### src/rtl/reload_timer_pkg.sv
package reload_timer_pkg;

    localparam int DATA_W    = 32;
    localparam int ADDR_W    = 4;
    localparam int PTV_W     = 3;
    localparam int PRE_CNT_W = 1 << PTV_W;
    localparam int NUM_SRC   = 3;

    localparam int SRC_MATCH = 0;
    localparam int SRC_WRAP  = 1;
    localparam int SRC_CAP   = 2;

    typedef struct packed {
        logic             cmp_en;
        logic             pre_en;
        logic [PTV_W-1:0] ptv;
        logic             autoreload;
        logic             run;
    } ctrl_t;

    localparam int CTRL_W = $bits(ctrl_t);

    typedef enum logic [ADDR_W-1:0] {
        REG_CTRL   = 4'h0,
        REG_COUNT  = 4'h1,
        REG_LOAD   = 4'h2,
        REG_TRIG   = 4'h3,
        REG_MATCH  = 4'h4,
        REG_STATUS = 4'h5,
        REG_ENABLE = 4'h6,
        REG_SYSCFG = 4'h7
    } reg_addr_e;

    localparam logic [PRE_CNT_W:0] PRE_ONE = 1;

    function automatic logic [PRE_CNT_W-1:0] pre_limit(input logic [PTV_W-1:0] ptv);
        logic [PTV_W:0]     sh;
        logic [PRE_CNT_W:0] full;
        sh   = {1'b0, ptv} + 1'b1;
        full = (PRE_ONE << sh) - PRE_ONE;
        return full[PRE_CNT_W-1:0];
    endfunction

    function automatic logic [DATA_W-1:0] zext_src(input logic [NUM_SRC-1:0] v);
        return {{(DATA_W-NUM_SRC){1'b0}}, v};
    endfunction

endpackage

### src/rtl/rt_prescaler.sv
module rt_prescaler
    import reload_timer_pkg::*;
(
    input  logic             clk,
    input  logic             rst,
    input  logic             run,
    input  logic             pre_en,
    input  logic [PTV_W-1:0] ptv,
    output logic             tick
);

    logic [PRE_CNT_W-1:0] cnt_q;
    logic [PRE_CNT_W-1:0] limit;
    logic                 at_limit;

    assign limit    = pre_limit(ptv);
    assign at_limit = (cnt_q >= limit);
    assign tick     = run && (!pre_en || at_limit);

    always_ff @(posedge clk) begin
        if (rst || !run || !pre_en) begin
            cnt_q <= '0;
        end else if (at_limit) begin
            cnt_q <= '0;
        end else begin
            cnt_q <= cnt_q + 1'b1;
        end
    end

endmodule

### src/rtl/rt_counter.sv
module rt_counter
    import reload_timer_pkg::*;
#(
    parameter int W = DATA_W
) (
    input  logic         clk,
    input  logic         rst,
    input  logic         tick,
    input  logic         autoreload,
    input  logic         cmp_en,
    input  logic         wr_count,
    input  logic         trig,
    input  logic [W-1:0] wr_data,
    input  logic [W-1:0] load_val,
    input  logic [W-1:0] match_val,
    output logic [W-1:0] count,
    output logic         wrap_ev,
    output logic         match_ev
);

    logic [W-1:0] count_q;
    logic [W-1:0] step_val;
    logic         at_top;
    logic         sw_load;

    assign sw_load = wr_count || trig;
    assign at_top  = &count_q;

    always_comb begin
        if (at_top) begin
            step_val = autoreload ? load_val : '0;
        end else begin
            step_val = count_q + 1'b1;
        end
    end

    assign wrap_ev  = tick && at_top && !sw_load;
    assign match_ev = tick && cmp_en && !sw_load && (step_val == match_val);

    always_ff @(posedge clk) begin
        if (rst) begin
            count_q <= '0;
        end else if (wr_count) begin
            count_q <= wr_data;
        end else if (trig) begin
            count_q <= load_val;
        end else if (tick) begin
            count_q <= step_val;
        end
    end

    assign count = count_q;

endmodule

### src/rtl/rt_irq_status.sv
module rt_irq_status
    import reload_timer_pkg::*;
#(
    parameter int N = NUM_SRC
) (
    input  logic         clk,
    input  logic         rst,
    input  logic [N-1:0] set_ev,
    input  logic         clr_wr,
    input  logic [N-1:0] clr_mask,
    input  logic         en_wr,
    input  logic [N-1:0] en_data,
    output logic [N-1:0] status,
    output logic [N-1:0] enable,
    output logic         irq
);

    logic [N-1:0] enable_q;

    for (genvar i = 0; i < N; i++) begin : g_src
        logic bit_q;
        always_ff @(posedge clk) begin
            if (rst) begin
                bit_q <= 1'b0;
            end else if (set_ev[i]) begin
                bit_q <= 1'b1;
            end else if (clr_wr && clr_mask[i]) begin
                bit_q <= 1'b0;
            end
        end
        assign status[i] = bit_q;
    end

    always_ff @(posedge clk) begin
        if (rst) begin
            enable_q <= '0;
        end else if (en_wr) begin
            enable_q <= en_data;
        end
    end

    assign enable = enable_q;
    assign irq    = |(status & enable_q);

endmodule

### src/rtl/reload_timer.sv
module reload_timer
    import reload_timer_pkg::*;
(
    input  logic              clk,
    input  logic              rst,
    input  logic              reg_wr,
    input  logic [ADDR_W-1:0] reg_addr,
    input  logic [DATA_W-1:0] reg_wdata,
    output logic [DATA_W-1:0] reg_rdata,
    input  logic              cap_event,
    output logic              irq
);

    logic               srst_pend;
    logic               rst_i;
    ctrl_t              ctrl_q;
    logic [DATA_W-1:0]  load_q;
    logic [DATA_W-1:0]  match_q;
    logic [DATA_W-1:0]  count;
    logic [NUM_SRC-1:0] status;
    logic [NUM_SRC-1:0] enable;
    logic [NUM_SRC-1:0] set_ev;
    logic               cnt_tick;
    logic               wrap_ev;
    logic               match_ev;
    logic               wr_ok;
    logic               wr_ctrl;
    logic               wr_count;
    logic               wr_load;
    logic               trig;
    logic               wr_match;
    logic               wr_status;
    logic               wr_enable;
    logic               wr_sys;

    assign rst_i = rst || srst_pend;
    assign wr_ok = reg_wr && !srst_pend;

    always_comb begin
        wr_ctrl   = 1'b0;
        wr_count  = 1'b0;
        wr_load   = 1'b0;
        trig      = 1'b0;
        wr_match  = 1'b0;
        wr_status = 1'b0;
        wr_enable = 1'b0;
        wr_sys    = 1'b0;
        if (wr_ok) begin
            case (reg_addr)
                REG_CTRL:   wr_ctrl   = 1'b1;
                REG_COUNT:  wr_count  = 1'b1;
                REG_LOAD:   wr_load   = 1'b1;
                REG_TRIG:   trig      = 1'b1;
                REG_MATCH:  wr_match  = 1'b1;
                REG_STATUS: wr_status = 1'b1;
                REG_ENABLE: wr_enable = 1'b1;
                REG_SYSCFG: wr_sys    = 1'b1;
                default:    ;
            endcase
        end
    end

    always_ff @(posedge clk) begin
        if (rst) begin
            srst_pend <= 1'b0;
        end else begin
            srst_pend <= wr_sys && reg_wdata[0];
        end
    end

    always_ff @(posedge clk) begin
        if (rst_i) begin
            ctrl_q <= '0;
        end else if (wr_ctrl) begin
            ctrl_q <= ctrl_t'(reg_wdata[CTRL_W-1:0]);
        end else if (wrap_ev && !ctrl_q.autoreload) begin
            ctrl_q.run <= 1'b0;
        end
    end

    always_ff @(posedge clk) begin
        if (rst_i) begin
            load_q  <= '0;
            match_q <= '0;
        end else begin
            if (wr_load) begin
                load_q <= reg_wdata;
            end
            if (wr_match) begin
                match_q <= reg_wdata;
            end
        end
    end

    rt_prescaler u_pre (
        .clk    (clk),
        .rst    (rst_i),
        .run    (ctrl_q.run),
        .pre_en (ctrl_q.pre_en),
        .ptv    (ctrl_q.ptv),
        .tick   (cnt_tick)
    );

    rt_counter #(.W(DATA_W)) u_cnt (
        .clk        (clk),
        .rst        (rst_i),
        .tick       (cnt_tick),
        .autoreload (ctrl_q.autoreload),
        .cmp_en     (ctrl_q.cmp_en),
        .wr_count   (wr_count),
        .trig       (trig),
        .wr_data    (reg_wdata),
        .load_val   (load_q),
        .match_val  (match_q),
        .count      (count),
        .wrap_ev    (wrap_ev),
        .match_ev   (match_ev)
    );

    always_comb begin
        set_ev            = '0;
        set_ev[SRC_MATCH] = match_ev;
        set_ev[SRC_WRAP]  = wrap_ev;
        set_ev[SRC_CAP]   = cap_event;
    end

    rt_irq_status #(.N(NUM_SRC)) u_irq (
        .clk      (clk),
        .rst      (rst_i),
        .set_ev   (set_ev),
        .clr_wr   (wr_status),
        .clr_mask (reg_wdata[NUM_SRC-1:0]),
        .en_wr    (wr_enable),
        .en_data  (reg_wdata[NUM_SRC-1:0]),
        .status   (status),
        .enable   (enable),
        .irq      (irq)
    );

    always_comb begin
        case (reg_addr)
            REG_CTRL:   reg_rdata = {{(DATA_W-CTRL_W){1'b0}}, ctrl_q};
            REG_COUNT:  reg_rdata = count;
            REG_LOAD:   reg_rdata = load_q;
            REG_MATCH:  reg_rdata = match_q;
            REG_STATUS: reg_rdata = zext_src(status);
            REG_ENABLE: reg_rdata = zext_src(enable);
            REG_SYSCFG: reg_rdata = {{(DATA_W-1){1'b0}}, !srst_pend};
            default:    reg_rdata = '0;
        endcase
    end

endmodule

### config.mk
export PLATFORM = sky130hd
export DESIGN_NAME = reload_timer
export DESIGN_NICKNAME = d
export VERILOG_FILES = /design/src/rtl/reload_timer_pkg.sv /design/src/rtl/rt_prescaler.sv /design/src/rtl/rt_counter.sv /design/src/rtl/rt_irq_status.sv /design/src/rtl/reload_timer.sv
export SDC_FILE = /design/constraint.sdc
export NUM_CORES = 1
export LEC_CHECK = 0
export BUFFER_PORTS_ARGS = -buffer_cell sky130_fd_sc_hd__buf_2
export CORE_MARGIN = 10
export CORE_UTILIZATION = 55
export CTS_CLUSTER_SIZE = 24
export DETAILED_ROUTE_END_ITERATION = 6
export GPL_TIMING_DRIVEN = 0
export PLACE_DENSITY = 0.86
export RECOVER_POWER = 100
export SYNTH_ARGS = -nofsm -noshare
export SYNTH_HDL_FRONTEND = slang
export SYNTH_SLANG_ARGS = --single-unit
### constraint.sdc
create_clock -name clk -period 4.8 [get_ports clk]
set_input_delay 0.24 -clock clk [delete_from_list [all_inputs] [get_ports clk]]
set_output_delay 0.24 -clock clk [all_outputs]
set_load 0.01 [all_outputs]
---- After elaboration in Yosys (flattened, before gate mapping) ----
Index checks and enable logic that the tools add are counted.
storage, ports and cells
  register bits ........................... 118
  bits in latches ......................... 0
  bits in writable memories ............... 0
  ROM bits ................................ 0
  input port bits ......................... 40
  output and inout bits ................... 33
  logic and storage cells ................. 90
  memories ................................ 0
operators by class
  $add $sub $neg .......................... 4
  $mul .................................... 0
  divide/modulo/power cells ............... 0
  magnitude comparators ................... 1
  equality and inequality tests ........... 8
  shifts and indexed selects .............. 1
  muxes and demuxes ....................... 30
  bitwise gates (word level) .............. 1
  reduce and logical (&&, ||, !) cells .... 31
operator list
  operator                                                             count
  32-bit one-hot mux with 7 select lines                               1
  32-bit two-way mux                                                   5
  32-bit by 1-bit adder with 32-bit output (second input constant)     1
  32-bit == test                                                       1
  32-bit AND reduction                                                 1
  1-bit two-way mux                                                    24
  4-bit by 3-bit == test with 1-bit output (second input constant)     4
  1-bit logical AND                                                    12
  8-bit by 1-bit adder with 8-bit output (second input constant)       1
  4-bit by 2-bit == test with 1-bit output (second input constant)     2
  8-bit greater-or-equal comparator                                    1
  2-bit nonzero test                                                   4
  1-bit by 4-bit left shift with 8-bit output (first input constant)   1
  8-bit by 1-bit subtractor with 8-bit output (second input constant)  1
  1-bit zero test                                                      5
  1-bit logical OR                                                     5
  3-bit by 1-bit adder with 4-bit output (second input constant)       1
  4-bit by 1-bit == test with 1-bit output (second input constant)     1
  4-bit zero test                                                      1
  3-bit bitwise AND                                                    1
  3-bit nonzero test                                                   1
  3-bit OR reduction                                                   1
  2-bit OR reduction                                                   1

---- Longest topological paths before layout ----
  depth in word-level cells ............... 11
  gate-level depth with buffers ........... 16
  depth with buffers taken out ............ 14

---- Hierarchy ----
From an unflattened synthesis, not the netlist that was laid out.
unflattened totals
  cells, all modules ...................... 1047
  area, all modules ....................... 7876.3 µm²
modules (own cells, without submodules)
  module         instances  cells an instance  area each (µm²)  seq. area each (µm²)
  reload_timer   1          443                3580.9           1441.4
  rt_counter     1          517                3493.4           640.6
  rt_prescaler   1          61                 555.5            160.2
  rt_irq_status  1          26                 246.5            120.1

---- Least setup slack after synthesis ----
OpenSTA, ideal clock, no wires.
  path kind ............................... flip-flop to flip-flop
  start point ............................. register ctrl_q[3] (netlist name)
  end point ............................... register u_cnt.count_q[14] (netlist: u_cnt.count[14])
  setup time .............................. 128 ps
  data arrival time ....................... 3290 ps
  data required time ...................... 4672 ps
  setup slack ............................. 1383 ps
  stages on the path, launching flop included .. 16
  buffers on the path ..................... 2
  period minus slack after synthesis ...... 3417 ps
  cells stage by stage .................... dfxtp_1 -> clkbuf_1 -> or3_1 -> ha_1 -> nor2_1 -> a32oi_1 -> ha_1 -> a211o_1 -> o211ai_1 -> o311ai_0 -> a211o_1 -> a21oi_1 -> clkbuf_1 -> nor3_1 -> a21oi_1 -> nor2_1
between the ends
  cells in the longest elaborated chain, start to end .. 7
RTL lines
  what                                         line                    source
  start, declared                              reload_timer.sv:16      ctrl_t ctrl_q;
  start signal, assigned                       reload_timer.sv:75      ctrl_q <= ctrl_t'(reg_wdata[CTRL_W-1:0]);
  3-bit by 1-bit adder with 4-bit output       reload_timer_pkg.sv:39  sh = {1'b0, ptv} + 1'b1;
  1-bit by 4-bit left shift with 8-bit output  reload_timer_pkg.sv:40  full = (PRE_ONE << sh) - PRE_ONE;
  8-bit by 1-bit subtractor with 8-bit output  reload_timer_pkg.sv:40
  8-bit greater-or-equal comparator            rt_prescaler.sv:17      assign at_limit = (cnt_q >= limit);
  1-bit logical OR                             rt_prescaler.sv:18      assign tick = run && (!pre_en || at_limit);
  1-bit logical AND                            rt_prescaler.sv:18
  3-bit nonzero test (no source line)          --
  end signal, assigned                         rt_counter.sv:44        count_q <= wr_data;
  end signal, assigned                         rt_counter.sv:46        count_q <= load_val;
  end signal, assigned                         rt_counter.sv:48        count_q <= step_val;
  end, declared                                rt_counter.sv:21        logic [W-1:0] count_q;
Every way passes these cells.
A chain may end at the register's enable or synchronous reset.

---- Worst setup path after layout ----
  start point ............................. register u_cnt.count_q[0] (netlist: u_cnt.count[0])
  end point ............................... register u_irq.g_src[0].bit_q
between the ends
  cells in the longest elaborated chain, start to end .. 5
  elaborated cells between the ends (all ways) .. 7
  classes of those cells .................. add/sub (1); eq/ne (1); mux (2); reduce/logical (3)
RTL lines
  what                                                                              line                                source
  32-bit by 1-bit adder with 32-bit output or 32-bit AND reduction (tied branches)  rt_counter.sv:33, rt_counter.sv:27
  32-bit two-way mux *                                                              rt_counter.sv:30                    if (at_top) begin
  32-bit == test *                                                                  rt_counter.sv:38                    assign match_ev = tick && cmp_en && !sw_load && (step_val == match_val);
  1-bit logical AND *                                                               rt_counter.sv:38
  1-bit two-way mux or 2-bit nonzero test (tied branches)                           --
  end signal, assigned                                                              rt_irq_status.sv:24                 bit_q <= 1'b0;
  end signal, assigned                                                              rt_irq_status.sv:26                 bit_q <= 1'b1;
  end signal, assigned                                                              rt_irq_status.sv:28                 bit_q <= 1'b0;
  end, declared                                                                     rt_irq_status.sv:21                 logic bit_q;
Every way passes the cells marked *; elsewhere a longest branch is shown, timed or not.

==> qor.csv <==
metric,value,unit
status,finished with violations,
failing checks,"design-rule violations, max-capacitance violations",
family of cells with the greatest summed delay on the critical path,simple AND/OR/NAND/NOR gates,
kind of end point of the critical path,flip-flop,
endpoint required time on the critical path,5.16,ns
dpl cell area,7900,sq um
Max Fanout on Critical Path,9,
PD cells,289,nW/um^2
share of flip-flops with an asynchronous set or reset after synthesis,0,%
Worst Reg2Reg Path Length in Cells,10,
Worst slew margin,1.42,%
antenna violations before repair,0,
number of buffers inserted by port buffering,69,
critical path's largest stage delay,1.24,ns
ratio of routed vias to standard cells,6.87,
number of nets in the finished design,1156,
total number of vias,8892,
vias in the first global route,8543,
cell at the root of the clock tree,sky130_fd_sc_hd__clkbuf_16,
cell repeated most along the worst path,sky130_fd_sc_hd__nand4_1,
DP HPWL,24500,um
Setup crit start kind,flip-flop,
highest-delay cell along the critical path,sky130_fd_sc_hd__a2111oi_0,
Cells after DPL,1262,
most frequent cell after synthesis,sky130_fd_sc_hd__nand2_1,
total routed wirelength,33800,um
total negative setup slack,0,ns
commonest cells in the synthesized netlist,"219 x sky130_fd_sc_hd__nand2_1, 128 x sky130_fd_sc_hd__a21oi_1, 118 x sky130_fd_sc_hd__dfxtp_1",
sequential cell area fraction in the yosys report,32.2,%
Worst R2R Start,u_cnt.count[0]$_SDFFE_PP0P_,
Tot GR Track Use,36.4,%
actual slew at the worst max-slew pin,1.44,ns
Clock transition at path regs,0.06,ns
finished layout cell area,8440,sq um
maximum capacitance violations,1,
number of max-slew violations in the final report,0,
period utilization,94.1,%
yosys warns,0,
post-layout power,0.00243,W
maximum number of pins on one net before global-route repair,17,
initial standard-cell utilization of the core,55.8,%
DRC violations left,18,
htree depth,4,
area of the mapped netlist,7330,sq um
Worst Path Buf+Inv,1,
Crit Reg-Reg Endpoint,u_irq.g_src[0].bit_q$_SDFFE_PP0P_,
worst-case clock buffer depth,2,
final cell count without fillers,1294,
leakage,3.00,nW
Placement Rows,42,
share of final-layout standard cells stronger than drive strength 1,8.94,%
"setup slack, reg-to-reg",0.28,ns
number of sinks driven by the clock tree,118,
number of DRC markers after the initial detailed-route iteration,1667,
worst clock skew,0.00952,ns
first-pass GRT wire length,50800,um
First-pass DRT Iterations,7,
worst hold path depth,3,
data arrival time of the critical path,4.88,ns
syn avg cell area,7.22,sq um
count of antenna diodes in the layout,0,
minimum clock period after layout,4.52,ns
top_reg_cell synth,sky130_fd_sc_hd__dfxtp_1,
Area growth syn-to-layout,15.1,%
RSZ-0062 raised after global routing,no,
core box area,13100,sq um
global placement routability congestion,1.08,
quantity of hold-fixing buffers added after cts,0,
startpoint of the most critical hold path,cap_event,
WL per Instance,26.1,um
Fmax,0.221,GHz
Total Die Area,18300,sq um
number of enable flip-flop cells after synthesis,0,
post-detailed-route count of antenna-violating nets,0,
global route overflow,0,
hold endpoint,u_irq.g_src[2].bit_q$_SDFFE_PP0P_,
Cell variety after synth,62,
width of the die,135,um
leading area contributor after synthesis,sky130_fd_sc_hd__dfxtp_1,
leading cell types by total area after synthesis,"sky130_fd_sc_hd__dfxtp_1 32%, sky130_fd_sc_hd__nand2_1 11%, sky130_fd_sc_hd__a21oi_1 8.7%",
CTS tree,built,
final hold violation count,0,
#FFs+latches synth,118,
clock latency on the worst-skew pair,0.43,ns
final setup violation count,0,
Tightest Hold Check Type,in2reg,
ordered cell list for the critical path,clkbuf_1 > nand4_1 > nor4_4 > nand2_1 > xor2_1 > a2111oi_0 > nor2_1 > nor4_1 > nand4_1 > o21ai_2,
worst IR drop on VDD,0.000287,V
number of buffers created by CTS,17,
Yosys top cell area share,32.2,%
cells after synthesis,1016,
kind of critical path,reg2reg,
top-level I/O count,73,
floorplan die height,135,um
-- timing repair --
| item | in CTS | in global routing |
|---|---|---|
| endpoints found under the setup margin | 0 | 9 |
| buffers inserted | 0 | 0 |
| resized for setup | 0 | 1 |
-- stage by stage --
step / util, % / worst slack [ns] / hold slack [ns]
final: 64.2 / 0.283 / 0.0199
after global routing: 64.2 / 0.190 / 0.0482
after CTS: 64.5 / 0.206 / 0.0169
after detailed placement: 60.1 / 0.231 / 0.468
after global placement: 60.1 / 0.320 / 0.445
after floorplan: - / 1.38 / 0.357
-- power by group --
part | internal (W) | switching [W] | total, W
sequential | 0.000990 | 0.0000152 | 0.00100
combinational | 0.0000466 | 0.000124 | 0.000171
clock | 0.000743 | 0.000516 | 0.00126
total | 0.00178 | 0.000656 | 0.00243
-- sequential cells by signal, indices dropped and copies added, names as in the netlist --
name	count
u_cnt.count	32
u_irq.enable	3
srst_pend	1
ctrl_q	7
match_q	32
load_q	32
u_irq.g_src.bit_q	3
u_pre.cnt_q	8
-- routing by layer --
layer | track usage, % | wire length [um] | share of wire [%] | up-vias
li1 | - | - | - | 3799
met1 | 43.9 | 12500 | 37 | 4072
met2 | 53.4 | 14100 | 42 | 821
met3 | 13.9 | 5020 | 15 | 200
met4 | 22.5 | 2210 | 6.6 | 0
met5 | 0 | 0 | 0 | -
-- worst reg2reg max path, delay by kind of cell, from the launching register on --
family,cells,cell delay (ns)
AND/OR/NAND/NOR,6,1.97
XOR/XNOR,1,0.21
AO/OA/AOI/OAI,2,1.44
buffers and inverters,1,0.50
flip-flops,1,0.33
-- layout by cell type, fill, tap and decap left out, drive strengths merged, types with 9 or more instances in the layout --
| master | n |
|---|---|
| and3 | 11 |
| nand2 | 219 |
| nor3 | 28 |
| buf | 51 |
| ha | 11 |
| nand4 | 21 |
| dfxtp | 118 |
| mux2i | 9 |
| xor2 | 20 |
| a222oi | 26 |
| o211ai | 37 |
| nand3 | 36 |
| nor4 | 16 |
| a221oi | 11 |
| clkbuf | 116 |
| a21oi | 128 |
| xnor2 | 28 |
| inv | 53 |
| nor2 | 70 |
| nand2b | 10 |
| o21ai | 11 |
| a22oi | 12 |
-- cell type report --
| type | count | area, sq um |
|---|---|---|
| fill | 1178 | 4700 |
| sequential | 118 | 2360 |
| clock buffer | 19 | 453 |
| tap | 176 | 220 |
| buffer | 79 | 340 |
| timing repair buffer | 69 | 303 |
| inverter | 49 | 184 |
| clock inverter | 13 | 121 |
| multi-input combinational | 771 | 4450 |
-- logic make-up after synthesis --
logic type | share of synthesized area, %
mux | 1.54
fa+ha+maj | 1.88
other cells | 0.0512
compound gates | 24.1
flops | 32.2
xor+xnor | 5.73
simple gates | 27.3
buf+inv | 7.15
-- worst max path at each step --
stage	depth (start not counted)	slack, ns	startpoint	to
floorplan	15	1.38	ctrl_q[3]$_SDFFE_PP0P_	u_cnt.count[14]$_SDFFE_PP0P_
global placement	15	0.32	ctrl_q[3]$_SDFFE_PP0P_	u_cnt.count[23]$_SDFFE_PP0P_
detailed placement	15	0.23	ctrl_q[3]$_SDFFE_PP0P_	u_cnt.count[21]$_SDFFE_PP0P_
CTS	15	0.21	ctrl_q[3]$_SDFFE_PP0P_	u_cnt.count[14]$_SDFFE_PP0P_
global route	10	0.19	u_cnt.count[0]$_SDFFE_PP0P_	u_irq.g_src[0].bit_q$_SDFFE_PP0P_
finish	10	0.28	u_cnt.count[0]$_SDFFE_PP0P_	u_irq.g_src[0].bit_q$_SDFFE_PP0P_
Power figures use the tool's default switching activity.
